`config.mk`:
```
export PLATFORM = sky130hd
export DESIGN_NAME = fact_engine_top
export DESIGN_NICKNAME = d
export VERILOG_FILES = /design/src/rtl/fe_pkg.sv /design/src/rtl/fe_decode.sv /design/src/rtl/fe_fact_core.sv /design/src/rtl/fe_irq_ctl.sv /design/src/rtl/fact_engine_top.sv
export SDC_FILE = /design/constraint.sdc
export NUM_CORES = 2
export LEC_CHECK = 0
export CORE_MARGIN = 4
export CORE_UTILIZATION = 60
export CTS_BUF_LIST = sky130_fd_sc_hd__clkbuf_8
export CTS_CLUSTER_SIZE = 25
export DETAILED_ROUTE_END_ITERATION = 10
export DONT_BUFFER_PORTS = 1
export GPL_ROUTABILITY_DRIVEN = 0
export GPL_TIMING_DRIVEN = 0
export PLACE_DENSITY_LB_ADDON = 0.3
export SLEW_MARGIN = 5
export SYNTH_ARGS = -nofsm -noshare
export SYNTH_HDL_FRONTEND = slang
export SYNTH_HIERARCHICAL = 1
export SYNTH_SLANG_ARGS = --single-unit
```
`constraint.sdc`:
```
create_clock -name clk -period 14.52 [get_ports clk]
set_input_delay 0.726 -clock clk [delete_from_list [all_inputs] [get_ports clk]]
set_output_delay 0.726 -clock clk [all_outputs]
set_load 0.01 [all_outputs]
```
`src/rtl/fe_pkg.sv`:
```
package fe_pkg;
  localparam int unsigned WORD_W = 32;

  // access size encoding: log2 of bytes
  localparam logic [1:0] SIZE_WORD = 2'd2;

  // register offsets
  localparam int unsigned OFS_ID      = 'h00;
  localparam int unsigned OFS_TEST    = 'h04;
  localparam int unsigned OFS_VALUE   = 'h08;
  localparam int unsigned OFS_STATUS  = 'h20;
  localparam int unsigned OFS_IRQ     = 'h24;
  localparam int unsigned OFS_IRQ_CLR = 'h64;

  localparam logic [WORD_W-1:0] ID_WORD = 32'h0100_00ED;

  localparam int unsigned STAT_BUSY_BIT = 0;
  localparam int unsigned STAT_IEN_BIT  = 7;
  localparam int unsigned IRQ_DONE_BIT  = 0;

  typedef enum logic [2:0] {
    TGT_NONE,
    TGT_ID,
    TGT_TEST,
    TGT_VALUE,
    TGT_STATUS,
    TGT_IRQ,
    TGT_IRQ_CLR
  } fe_target_e;
endpackage

```
`src/rtl/fe_decode.sv`:
```
module fe_decode
  import fe_pkg::*;
#(
  parameter int unsigned ADDR_W = 20
) (
  input  logic [ADDR_W-1:0] addr,
  input  logic [1:0]        size,
  output fe_target_e        target,
  output logic              size_ok
);
  // every register of this block lies below 0x80, where only word access is legal
  assign size_ok = (size == SIZE_WORD);

  always_comb begin
    unique case (addr)
      ADDR_W'(OFS_ID):      target = TGT_ID;
      ADDR_W'(OFS_TEST):    target = TGT_TEST;
      ADDR_W'(OFS_VALUE):   target = TGT_VALUE;
      ADDR_W'(OFS_STATUS):  target = TGT_STATUS;
      ADDR_W'(OFS_IRQ):     target = TGT_IRQ;
      ADDR_W'(OFS_IRQ_CLR): target = TGT_IRQ_CLR;
      default:              target = TGT_NONE;
    endcase
  end
endmodule

```
`src/rtl/fe_fact_core.sv`:
```
module fe_fact_core #(
  parameter int unsigned DW = 32
) (
  input  logic          clk,
  input  logic          rst_n,
  input  logic          start,
  input  logic [DW-1:0] operand,
  output logic          busy,
  output logic          done,
  output logic [DW-1:0] result
);
  logic [DW-1:0] acc_q;
  logic [DW-1:0] cnt_q;
  logic          busy_q;

  always_ff @(posedge clk) begin
    if (!rst_n) begin
      acc_q  <= '0;
      cnt_q  <= '0;
      busy_q <= 1'b0;
    end else if (busy_q) begin
      if (cnt_q == '0) begin
        busy_q <= 1'b0;
      end else begin
        acc_q <= DW'(acc_q * cnt_q);
        cnt_q <= cnt_q - 1'b1;
      end
    end else if (start) begin
      busy_q <= 1'b1;
      acc_q  <= DW'(1);
      cnt_q  <= operand;
    end
  end

  assign busy   = busy_q;
  // final cycle: the product is complete and busy clears at this edge
  assign done   = busy_q && (cnt_q == '0);
  assign result = acc_q;
endmodule

```
`src/rtl/fe_irq_ctl.sv`:
```
module fe_irq_ctl (
  input  logic clk,
  input  logic rst_n,
  input  logic raise,
  input  logic clear,
  output logic pending,
  output logic irq
);
  logic pend_q;

  always_ff @(posedge clk) begin
    if (!rst_n)      pend_q <= 1'b0;
    else if (raise)  pend_q <= 1'b1;
    else if (clear)  pend_q <= 1'b0;
  end

  assign pending = pend_q;
  assign irq     = pend_q;
endmodule

```
`src/rtl/fact_engine_top.sv`:
```
module fact_engine_top
  import fe_pkg::*;
#(
  parameter int unsigned ADDR_W = 20
) (
  input  logic              clk,
  input  logic              rst_n,
  input  logic              req_valid,
  output logic              req_ready,
  input  logic              req_write,
  input  logic [ADDR_W-1:0] req_addr,
  input  logic [1:0]        req_size,
  input  logic [31:0]       req_wdata,
  output logic              rsp_valid,
  input  logic              rsp_ready,
  output logic [31:0]       rsp_rdata,
  output logic              done_irq
);
  localparam int unsigned DW = WORD_W;

  fe_target_e    target;
  logic          size_ok;
  logic          accept;
  logic          wr_ok;
  logic          core_busy;
  logic          core_done;
  logic          core_start;
  logic [DW-1:0] core_result;
  logic          irq_pend;
  logic [DW-1:0] value_q;
  logic [DW-1:0] test_q;
  logic          ien_q;
  logic [DW-1:0] rd_mux;
  logic          rsp_valid_q;
  logic [DW-1:0] rsp_data_q;

  fe_decode #(.ADDR_W(ADDR_W)) u_dec (
    .addr    (req_addr),
    .size    (req_size),
    .target  (target),
    .size_ok (size_ok)
  );

  assign req_ready  = !rsp_valid_q || rsp_ready;
  assign accept     = req_valid && req_ready;
  assign wr_ok      = accept && req_write && size_ok;
  assign core_start = wr_ok && (target == TGT_VALUE) && !core_busy;

  fe_fact_core #(.DW(DW)) u_core (
    .clk     (clk),
    .rst_n   (rst_n),
    .start   (core_start),
    .operand (req_wdata),
    .busy    (core_busy),
    .done    (core_done),
    .result  (core_result)
  );

  fe_irq_ctl u_irq (
    .clk     (clk),
    .rst_n   (rst_n),
    .raise   (core_done && ien_q),
    .clear   (wr_ok && (target == TGT_IRQ_CLR) && req_wdata[IRQ_DONE_BIT]),
    .pending (irq_pend),
    .irq     (done_irq)
  );

  // shared operand / result register
  always_ff @(posedge clk) begin
    if (!rst_n)          value_q <= '0;
    else if (core_done)  value_q <= core_result;
    else if (core_start) value_q <= req_wdata;
  end

  always_ff @(posedge clk) begin
    if (!rst_n) begin
      test_q <= '0;
      ien_q  <= 1'b0;
    end else if (wr_ok) begin
      if (target == TGT_TEST)   test_q <= ~req_wdata;
      if (target == TGT_STATUS) ien_q  <= req_wdata[STAT_IEN_BIT];
    end
  end

  always_comb begin
    rd_mux = '1;
    if (size_ok) begin
      unique case (target)
        TGT_ID:     rd_mux = ID_WORD;
        TGT_TEST:   rd_mux = test_q;
        TGT_VALUE:  rd_mux = value_q;
        TGT_STATUS: begin
          rd_mux = '0;
          rd_mux[STAT_BUSY_BIT] = core_busy;
          rd_mux[STAT_IEN_BIT]  = ien_q;
        end
        TGT_IRQ: begin
          rd_mux = '0;
          rd_mux[IRQ_DONE_BIT] = irq_pend;
        end
        default:    rd_mux = '1;
      endcase
    end
  end

  always_ff @(posedge clk) begin
    if (!rst_n) begin
      rsp_valid_q <= 1'b0;
      rsp_data_q  <= '0;
    end else if (accept && !req_write) begin
      rsp_valid_q <= 1'b1;
      rsp_data_q  <= rd_mux;
    end else if (rsp_ready) begin
      rsp_valid_q <= 1'b0;
    end
  end

  assign rsp_valid = rsp_valid_q;
  assign rsp_rdata = rsp_data_q;
endmodule

```
==> results.txt <==
Result of the run = complete, no violations
Initial DRC count = 2584
Final count of pins violating max slew = 0
Maximum root-to-sink buffer count = 2
Most common cell after layout, fill and taps aside = fa_1
Most frequent cell on the critical path = fa_1
Final setup viols = 0
Main synth FF type = dfxtp_1
Number of instances in the synthesized netlist = 2570
Critical path startpoint category = register
Reg2Reg Capture Point = u_core/result[31]$_SDFFE_PN0P_
Die Height = 205 µm
Placed Instances = 3081
Final worst path period need = 9.43 ns
Critical path class = reg2reg
GRT Overall Usage = 0.374
Number of flops mapped to enable cells by yosys = 0
Hold Crit Endpoint = u_irq/irq$_SDFFE_PN0P_
Count of input and output buffers = 0
Die footprint = 41900 µm²
Cell at the root of the clock tree = clkbuf_8
Final total negative setup slack = 0 ns
Total of cells resized after clock tree synthesis = 0
Boundary Pins = 94
Clock tree from TritonCTS = done
Syn-to-layout area delta = 4.39%
Placed Instance Area = 23900 µm²
Clock-pin slew reported for the worst setup and hold paths after clock tree synthesis = 0.10 ns
Clock insertion delay at the later pin of the skew report = 0.49 ns
DRC violation count after routing = 0
Pin count of the biggest net entering global routing = 17
Proportion of total power due to net switching = 0.268
Worst Hold Class = in2reg
Proportion of power drawn by the clock network = 0.395
Max_slew headroom = 0.0198
Vias per Instance = 6.24
Leading cell types in the layout, fill and taps excluded = 408 x fa_1, 393 x inv_1, 315 x and2_1
Antenna violations before repair = 4
Tightest Pin Transition = 1.47 ns
Series of cell instances along the critical path = clkbuf_1 > clkbuf_1 > nand2_1 > fa_1 > inv_1 > fa_1 > fa_1 > inv_1 > fa_1 > inv_1 > ha_1 > ha_1 > fa_1 > fa_1 > ha_1 > nor3_1 > nand2_1 > a2111oi_1 > o311ai_1 > a31oi_1 > o31ai_1 > xnor2_1 > a2bb2oi_1 > nor2_1
Setup slack of the most critical reg-to-reg path = 5.09 ns
Detailed-router iteration count before antenna repair = 11
Portion of the post-synthesis area used by sequential elements = 0.141
Detail Placement HPWL = 60600 µm
Post-synthesis cell area = 23200 µm²
Number of hold-repair buffers added at the cts stage = 0
Pleak = 11.5 nW
Clock buffers created by TritonCTS = 17
RSZ-0062 raised after global routing = false
Delay of the slowest cell on the worst path = 1.02 ns
Worst clock skew on the final layout = 0.0197 ns
Fin util = 0.639
Worst Hold Depth = 1
Maximum capacitance violations = 0
Horizontal die dimension = 205 µm
Number of nets in the final layout = 3180
Total chip power = 0.000812 W
Arrival time at the worst endpoint = 9.78 ns
Maximum fanout along the worst path = 11
Total congestion overflow = 0
Data required time of the worst path = 14.87 ns
Post-Synthesis Net Count = 3161
Switching pwr = 0.000217 W
Fmax achieved = 106 MHz
Yosys reg bits = 164
Synthesized area divided by synthesized cell count = 9.04 µm²
Total internal power = 0.000595 W
Number of distinct standard cells referenced by the synthesized netlist = 78
Peak supply drop = 53.0 µV
RR Startpoint = u_core/result[4]$_SDFFE_PN0P_
Endpoint type of the worst setup path = register
Core Area = 37900 µm²
Initial Util = 0.612
Routed wirelength normalized by instance count = 24.8 µm
Number of global-route vias before repair = 20000
Non-Filler Cell Area, Final = 24200 µm²
Number of core rows = 71
H-tree depth reported by CTS = 4
Portion of total power attributed to combinational logic = 0.034
Slowest-stage cell, CP = clkbuf_1
Final Instance Count excl. Fillers = 3119
Wire length of the first global-routing pass = 117000 µm
Combined flip-flop and latch cell area = 3280 µm²
Post-detailed-route count of antenna-violating nets = 0
Fraction of power consumed by sequential logic = 0.571
Share of the clock period used by the worst path after layout = 0.649
Startpoint of the worst hold path = rst_n
Number of sinks on the clock net = 164
Aggregate routed wire length = 77400 µm
Fraction of final layout cells sized beyond drive strength 1 = 0.0423
Multi-input combinational cell area = 17700 µm²
Pwr dens = 33.5 nW/µm²
Via count = 19500
Share of synthesized registers carrying an async set or reset = 0
Setup bufs post-CTS = 0
Filler cells = 3113
Worst Reg2Reg Path Length in Cells = 24
Final-report hold violation count = 0
Count of yosys warnings during synthesis = 6
worst max path at each step:
stage | to | slack (ns) | cells after the start | startpoint
final | u_core/result[31]$_SDFFE_PN0P_ | 5.09 | 24 | u_core/result[4]$_SDFFE_PN0P_
after global routing | u_core/result[31]$_SDFFE_PN0P_ | 5.20 | 24 | u_core/result[4]$_SDFFE_PN0P_
after CTS | u_core/result[31]$_SDFFE_PN0P_ | 5.59 | 23 | u_core/result[5]$_SDFFE_PN0P_
after detailed placement | u_core/result[31]$_SDFFE_PN0P_ | 5.63 | 23 | u_core/result[5]$_SDFFE_PN0P_
after global placement | u_core/result[31]$_SDFFE_PN0P_ | 5.62 | 23 | u_core/result[5]$_SDFFE_PN0P_
after floorplan | u_core/result[31]$_SDFFE_PN0P_ | 7.63 | 24 | u_core/result[13]$_SDFFE_PN0P_
synthesized netlist by cell type (all sizes together), types with 61 or more instances:
master  count  area share
ha        124       0.067
nor2       91       0.015
inv       394       0.064
fa        408        0.35
a21oi     100       0.022
and2      315       0.085
xnor2      61       0.023
mux2i      66       0.028
clkbuf    137       0.022
o21ai      83       0.018
nand2     297       0.048
dfxtp     164        0.14
logic make-up (layout without fill, tap and decap cells):
logic type,Yosys count,after routing,share of synthesized area
other,0,6,0
buffers and inverters,573,605,0.0974
and+or+nand+nor,804,804,0.180
xor gates and xnor gates,82,82,0.0315
adders and majority gates,532,532,0.419
muxes,68,68,0.0294
AOI/OAI and AO/OA,347,347,0.102
DFF,164,164,0.141
cell type report:
type | count | area share
sequential | 164 | 0.135
multi-input combinational | 1833 | 0.729
clock inverter | 14 | 0.00480
antenna | 6 | 0.000619
tap | 511 | 0.0264
inverter | 396 | 0.0614
clock buffer | 18 | 0.0102
buffer | 177 | 0.0319
metal layers:
layer	track usage	share of wire	up-vias
met5	0.0119	0.00092	-
met4	0.211	0.080	2
met3	0.143	0.14	431
met2	0.573	0.43	1436
met1	0.454	0.34	9528
li1	-	-	8079
state kept, by name (all words and copies together) (netlist names):
name / flops
u_core/busy: 1
ien_q: 1
u_core/result: 32
u_irq/irq: 1
rsp_rdata: 32
value_q: 32
test_q: 32
u_core/cnt_q: 32
rsp_valid: 1
through the flow:
stage | setup WS (ns) | hold slack, ns
final | 5.09 | 0.363
after global routing | 5.20 | 0.350
after CTS | 5.59 | 0.352
after detailed placement | 5.63 | 0.455
after global placement | 5.62 | 0.448
after floorplan | 7.63 | 0.435
power by group through the flow:
stage	logic [W]	registers [W]	clock network, W
finish	0.0000278	0.000463	0.000321
floorplan	0.0000206	0.000472	0
global route	0.0000298	0.000464	0.000338
global placement	0.0000257	0.000474	0
CTS	0.0000267	0.000463	0.000319
detailed placement	0.0000266	0.000474	0
critical path, delay by kind of cell (launching register included):
family          cells  cell delay [ns]
compound gates      5             2.21
xor+xnor            1             0.30
fa+ha+maj           9             3.67
buf+inv             5             2.07
flops               1             0.45
simple gates        4             0.58
No activity file was read; power rests on OpenSTA's default activity.
